--- config.mk ---
export PLATFORM = sky130hd
export DESIGN_NAME = mtm_monitor
export DESIGN_NICKNAME = d
export VERILOG_FILES = /design/src/rtl/mtm_pkg.sv /design/src/rtl/mtm_ustore.sv /design/src/rtl/mtm_sequencer.sv /design/src/rtl/mtm_monitor.sv
export SDC_FILE = /design/constraint.sdc
export NUM_CORES = 1
export LEC_CHECK = 0
export CAP_MARGIN = 20
export CORE_MARGIN = 2
export CORE_UTILIZATION = 35
export DETAILED_ROUTE_END_ITERATION = 8
export SYNTH_ARGS = -nofsm -noshare
export SYNTH_HDL_FRONTEND = slang
export SYNTH_SLANG_ARGS = --single-unit
--- constraint.sdc ---
create_clock -name clk -period 1.88 [get_ports clk]
set_input_delay 0.282 -clock clk [delete_from_list [all_inputs] [get_ports clk]]
set_output_delay 0.282 -clock clk [all_outputs]
set_load 0.005 [all_outputs]
--- src/rtl/mtm_pkg.sv ---
package mtm_pkg;

    localparam int unsigned DEF_STATE_W = 3;
    localparam int unsigned DEF_PROP_W  = 2;
    localparam int unsigned VERD_W      = 2;

    typedef enum logic [VERD_W-1:0] {
        V_UNDEC = 2'b00,
        V_VIOL  = 2'b01,
        V_SAT   = 2'b10,
        V_RSVD  = 2'b11
    } verdict_e;

    // Reserved code folds to undecided.
    function automatic verdict_e decode_verdict(input logic [VERD_W-1:0] code);
        verdict_e v;
        case (code)
            2'b01:   v = V_VIOL;
            2'b10:   v = V_SAT;
            default: v = V_UNDEC;
        endcase
        return v;
    endfunction

    function automatic logic is_final(input verdict_e v);
        return (v == V_VIOL) || (v == V_SAT);
    endfunction

endpackage

--- src/rtl/mtm_ustore.sv ---
module mtm_ustore #(
    parameter int unsigned ADDR_W = 5,
    parameter int unsigned WORD_W = 5
) (
    input  logic              clk,
    input  logic              lock,
    input  logic              wr_req,
    input  logic [ADDR_W-1:0] wr_addr,
    input  logic [WORD_W-1:0] wr_data,
    input  logic [ADDR_W-1:0] rd_addr,
    output logic [WORD_W-1:0] rd_data
);
    localparam int unsigned DEPTH = 1 << ADDR_W;

    logic [WORD_W-1:0] mem [DEPTH];

    // Contents are not touched by reset: the program survives it.
    always_ff @(posedge clk) begin
        if (wr_req && !lock) begin
            mem[wr_addr] <= wr_data;
        end
    end

    assign rd_data = mem[rd_addr];
endmodule

--- src/rtl/mtm_sequencer.sv ---
module mtm_sequencer
    import mtm_pkg::*;
#(
    parameter int unsigned STATE_W    = 3,
    parameter int unsigned INIT_STATE = 0
) (
    input  logic                clk,
    input  logic                rst,
    input  logic                go,
    input  logic [STATE_W-1:0]  nxt_state,
    input  logic [VERD_W-1:0]   nxt_code,
    output logic [STATE_W-1:0]  cur_state,
    output verdict_e            cur_verdict,
    output logic                pulse
);
    logic frozen;
    assign frozen = is_final(cur_verdict);

    always_ff @(posedge clk) begin
        if (rst) begin
            cur_state   <= STATE_W'(INIT_STATE);
            cur_verdict <= V_UNDEC;
            pulse       <= 1'b0;
        end else begin
            pulse <= go;
            if (go && !frozen) begin
                cur_state   <= nxt_state;
                cur_verdict <= decode_verdict(nxt_code);
            end
        end
    end
endmodule

--- src/rtl/mtm_monitor.sv ---
module mtm_monitor
    import mtm_pkg::*;
#(
    parameter int unsigned STATE_W    = DEF_STATE_W,
    parameter int unsigned PROP_W     = DEF_PROP_W,
    parameter int unsigned INIT_STATE = 0
) (
    input  logic                       clk,
    input  logic                       rst,
    input  logic                       enable,
    input  logic                       step_valid,
    input  logic [PROP_W-1:0]          props,
    input  logic                       cfg_we,
    input  logic [STATE_W+PROP_W-1:0]  cfg_addr,
    input  logic [STATE_W-1:0]         cfg_next_state,
    input  logic [VERD_W-1:0]          cfg_verdict,
    output logic                       verdict_valid,
    output logic [VERD_W-1:0]          verdict,
    output logic [STATE_W-1:0]         state
);
    localparam int unsigned ADDR_W = STATE_W + PROP_W;
    localparam int unsigned WORD_W = STATE_W + VERD_W;

    logic [WORD_W-1:0] rd_word;
    logic [ADDR_W-1:0] rd_addr;
    verdict_e          verd_q;
    logic              go;

    assign rd_addr = {state, props};
    assign go      = step_valid && enable;

    mtm_ustore #(.ADDR_W(ADDR_W), .WORD_W(WORD_W)) u_store (
        .clk     (clk),
        .lock    (enable),
        .wr_req  (cfg_we),
        .wr_addr (cfg_addr),
        .wr_data ({cfg_next_state, cfg_verdict}),
        .rd_addr (rd_addr),
        .rd_data (rd_word)
    );

    mtm_sequencer #(.STATE_W(STATE_W), .INIT_STATE(INIT_STATE)) u_seq (
        .clk         (clk),
        .rst         (rst),
        .go          (go),
        .nxt_state   (rd_word[WORD_W-1:VERD_W]),
        .nxt_code    (rd_word[VERD_W-1:0]),
        .cur_state   (state),
        .cur_verdict (verd_q),
        .pulse       (verdict_valid)
    );

    assign verdict = verd_q;
endmodule

### Word-level counts from Yosys, hierarchy flattened

Memories as Yosys holds them, arrays and structs flattened.
Index checks and enable logic that the tools add are counted.

* $add $sub $neg: 0
* multiply operators: 0
* div/mod/pow operators: 0
* $lt $le $gt $ge: 0
* equality and inequality tests: 4
* shift-type cells: 0
* muxes and demuxes: 3
* bitwise logic cells: 0
* reductions and logical operators: 6

Operator list (count)
* $eq A2 B1 Y1 const B: 2
* $eq A2 B2 Y1 const B: 2
* $pmux W2 S2: 1
* $logic_and A1 B1 Y1: 3
* $logic_not A1 Y1: 2
* $mux W1: 2
* $logic_or A1 B1 Y1: 1

* flip-flop bits (word level): 6
* latch bits: 0
* memory bits (writable): 160
* memory bits (read-only): 0
* output and inout bits: 6
* memories kept: 1

Memories
* u_store.mem: depth 32, bits a word 5, rd ports 1, clocked after memory_dff 0, write ports 1, line mtm_ustore.sv:15 `logic [WORD_W-1:0] mem [DEPTH];`

### Depth between registers and ports, before layout

* word-level depth: 4
* depth in mapped cells: 9
* gate-level depth less buffers: 7

### Cells and area by module

From an unflattened synthesis, not the netlist that was laid out.

* cell total of the unflattened synthesis: 304
* area, all modules: 6550.0 um2

By module, submodules not included
* mtm_ustore: instances 1, cells each 274, area each 6264.8 um2, seq. area each 4804.6 um2
* mtm_sequencer: instances 1, cells each 29, area each 279.0 um2, seq. area each 120.1 um2
* mtm_monitor: instances 1, cells each 1, area each 6.3 um2, seq. area each 0.0 um2

### Worst setup path before layout

Ideal clock, no wire load.

* path kind: input-to-reg
* start: input props[0]
* end: register u_seq.cur_state[0]
* setup time: 119 ps
* arrival: 1828 ps
* data required time: 1761 ps
* setup slack: -68 ps
* cell stages on the path: 7
* path buffers: 3
* cells stage by stage: buf_6 -> buf_12 -> buf_12 -> mux4_1 -> mux4_2 -> o21ai_1 -> a21oi_1

* longest elaborated chain between the ends: 1

RTL lines
* start, declared: line mtm_monitor.sv:12 `input logic [PROP_W-1:0] props,`
* $mem_v2 Z32 W5
* end signal, assigned: line mtm_sequencer.sv:21 `cur_state <= STATE_W'(INIT_STATE);`
* end signal, assigned: line mtm_sequencer.sv:27 `cur_state <= nxt_state;`
* end, declared: line mtm_sequencer.sv:12 `output logic [STATE_W-1:0] cur_state,`

No other way between the ends.
A chain may end at the register's enable or synchronous reset.

### Worst setup path in the final report

* start: register u_seq.cur_state[1]
* end: output state[1]

RTL lines
* end, declared: line mtm_monitor.sv:19 `output logic [STATE_W-1:0] state`

No word-level cell between the ends.

==> metrics.txt <==
GR Util met2 between 20% and 30%; initial core utilization 35.8%; post-synth top area share a little under three quarters; clk_skew slightly below 0.009 ns; worst r2r path cells 4; Crit Path Max Fanout 7; Final setup viols 0; fin. max-slew vios 0; vias in the first global route 3645; most frequent cells after synthesis edfxtp_1, nor2_1, mux2i_1; largest net degree at the start of global routing 33; via count ~3600; DP HPWL 9890 microns; reg2reg start u_store.mem[17][3]$_DFFE_PP_; Worst Path Required roughly 1.6 ns; Pwr Total ~8.1 mW; top-count cell post-synth edfxtp_1; grt total ovfl 0; hold buffer count at cts 0; Setup crit start kind flop; Final Cell Area between 8000 and 9000 sq um; Pre-Repair DR Iteration Count 5; footprint of the multi-input gates roughly 1600 sq um; status completed; asr flop ratio synth 0%; Iteration-0 DRC Markers 382; Clock Tree Buf Depth 2; unrepaired setup endpoints after global routing no; Clock transition at path regs roughly 0.060 ns; yosys warns 0; most common flop cell mapped by yosys edfxtp_1; n_diodes 0; DRC 0; core footprint 18800 sq um; syn nets approximately 370; DP Area 7680 sq um; dominant cells by area after synthesis edfxtp_1, mux4_1, mux2i_1, mux4_2, nor2_1; CP Class reg2out; Arr. time, crit path between 1.5 and 2 ns; Placer Congestion around 0.77; Placement Rows 50; die area 20300 sq um; global routing's busiest layer met2; Slew HR 75.3%; Clock Tree Root clkbuf_16; initial antenna violation count 0; Post-Syn Instances approximately 350; #FFs+latches synth between 150 and 200; met3 Track Usage GR approximately 3.2%; r2r endpoint u_seq.cur_state[1]$_SDFFE_PP0P_; fin crit period around 1.8 ns; DRT Wirelength ~15000 microns; static leakage around 2.9 nW; Critical Path Source u_seq.cur_state[1]$_SDFFE_PP0P_; Netlist cell types 36; TritonCTS clock tree done; Routed wire per std cell approximately 21 microns; Final Cycle Share 96.3%; register area share after synthesis about three quarters; Worst-Margin Slew approximately 0.37 ns; # IOs 23; max_cap viols 0; first-pass GRT wire length between 20000 and 25000 microns; synthesized area 6710 sq um; Layout fillers about 1600; Storage cell area just under 5000 sq um; type of the worst min-delay path reg2reg; chip height ~140 microns; Worst VDD drop between 0.6 and 0.7 mV; GR Util met1 ~22%; Mean Syn Cell Area 19.3 sq um; number of hold violations in the final report 0; port bufs 22; Worst setup endpoint state[1]; cell taking the most area after synthesis edfxtp_1; Final ANT Viol Nets 0; layout net count ~470; worst hold margin 0.547 ns; pwr dens a little under 1000 nW/um^2; Post-synth EDFFs 160; clk sink count 166; Critical Path End Type primary output; Num CTS Buffers 17; internal reg-to-reg setup slack around 0.080 ns; highest clock rate approximately 0.55 GHz; share of layout cells above drive strength 1 30.5%; Max H-tree Level 4; chip width around 140 microns; GRT Overall Usage 15.5%; Worst-Skew Late Latency approximately 0.43 ns; P&R area growth vs syn 24.2%; vias per cell between 5 and 6
[critical path, stage by stage, from the launching register on]
cell             delay, ns
dfxtp_2               0.39
buf_4                 0.19
clkdlybuf4s50_1       0.52
[cells by family after synthesis]
family,synth area share (%)
muxes,15.9
buffers and inverters,2.39
xor gates and xnor gates,0.131
and+or+nand+nor,5.20
AOI/OAI and AO/OA,2.98
DFF,73.4
[how the worst min path moves through the flow]
| stage | startpoint | endpoint | slack (ns) | cells after the start |
|---|---|---|---|---|
| after floorplan | rst | u_seq.cur_state[0]$_SDFFE_PP0P_ | 0.35 | 1 |
| after CTS | u_seq.cur_state[1]$_SDFFE_PP0P_ | u_seq.cur_state[1]$_SDFFE_PP0P_ | 0.54 | 2 |
| after detailed placement | u_seq.cur_verdict[0]$_SDFFE_PP0P_ | u_seq.cur_verdict[0]$_SDFFE_PP0P_ | 0.56 | 2 |
| after global placement | u_seq.cur_verdict[0]$_SDFFE_PP0P_ | u_seq.cur_verdict[0]$_SDFFE_PP0P_ | 0.55 | 2 |
| after global routing | u_seq.cur_state[1]$_SDFFE_PP0P_ | u_seq.cur_state[1]$_SDFFE_PP0P_ | 0.58 | 2 |
| final | u_seq.cur_state[1]$_SDFFE_PP0P_ | u_seq.cur_state[1]$_SDFFE_PP0P_ | 0.55 | 2 |
[layout by cell type (no fill, tap or decap), types with 4 or more instances in the layout]
cell / synthesis / layout
nor2_1: 37 / 37
a22oi_1: 13 / 11
mux4_2: 11 / 17
or3b_2: 6 / 6
a21oi_1: 8 / 8
clkbuf_16: 0 / 17
buf_4: 2 / 75
edfxtp_1: 160 / 160
nand2_1: 8 / 8
mux2i_1: 32 / 32
clkdlybuf4s50_1: 0 / 20
o21ai_1: 3 / 4
buf_12: 2 / 5
mux4_1: 19 / 13
[power by group]
group | internal, mW | switching (mW) | total (mW)
Combinational | 0.279 | 0.273 | 0.553
Clock | 2.09 | 1.39 | 3.47
Sequential | 4.09 | 0.0238 | 4.11
[what timing repair did]
action / CTS / global route
cloned: 0 / 0
buffers inserted: 0 / 2
pin swaps: 1 / 5
setup endpoints to repair: 4 / 2
resized for setup: 4 / 9
endpoints found under the hold margin: 0 / 0
[area by class of cell]
cell class                      count  share of cell area, %
Tap cell                          234                   3.51
Multi-Input combinational cell    164                   19.5
Clock buffer                       20                   5.24
Timing Repair Buffer              104                   10.7
Inverter                            1                 0.0450
Clock inverter                     11                   1.82
Sequential cell                   166                   59.1
[per-layer routing]
layer / vias to the layer above / routed length (microns)
li1: 1627 / -
met1: 1865 / 6670
met2: 107 / 7010
met3: 19 / 706
met4: 0 / 257
met5: - / 0
[sequential cells by signal, summed over array words and instances, names as in the netlist]
signal and cells:
u_store.mem 160, u_seq.cur_verdict 2, u_seq.pulse 1, u_seq.cur_state 3
[metrics by stage]
| step | util (%) | TNS [ns] | setup slack [ns] | std cells |
|---|---|---|---|---|
| after floorplan | - | -0.0711 | -0.0237 | 348 |
| after global placement | 40.9 | -14.61 | -0.245 | 667 |
| after detailed placement | 40.9 | -15.94 | -0.314 | 667 |
| after CTS | 44.1 | 0 | 0.0141 | 698 |
| after global routing | 44.4 | 0 | 0.0145 | 700 |
| final | 44.4 | 0 | 0.0693 | 700 |
Power figures use the tool's default switching activity.
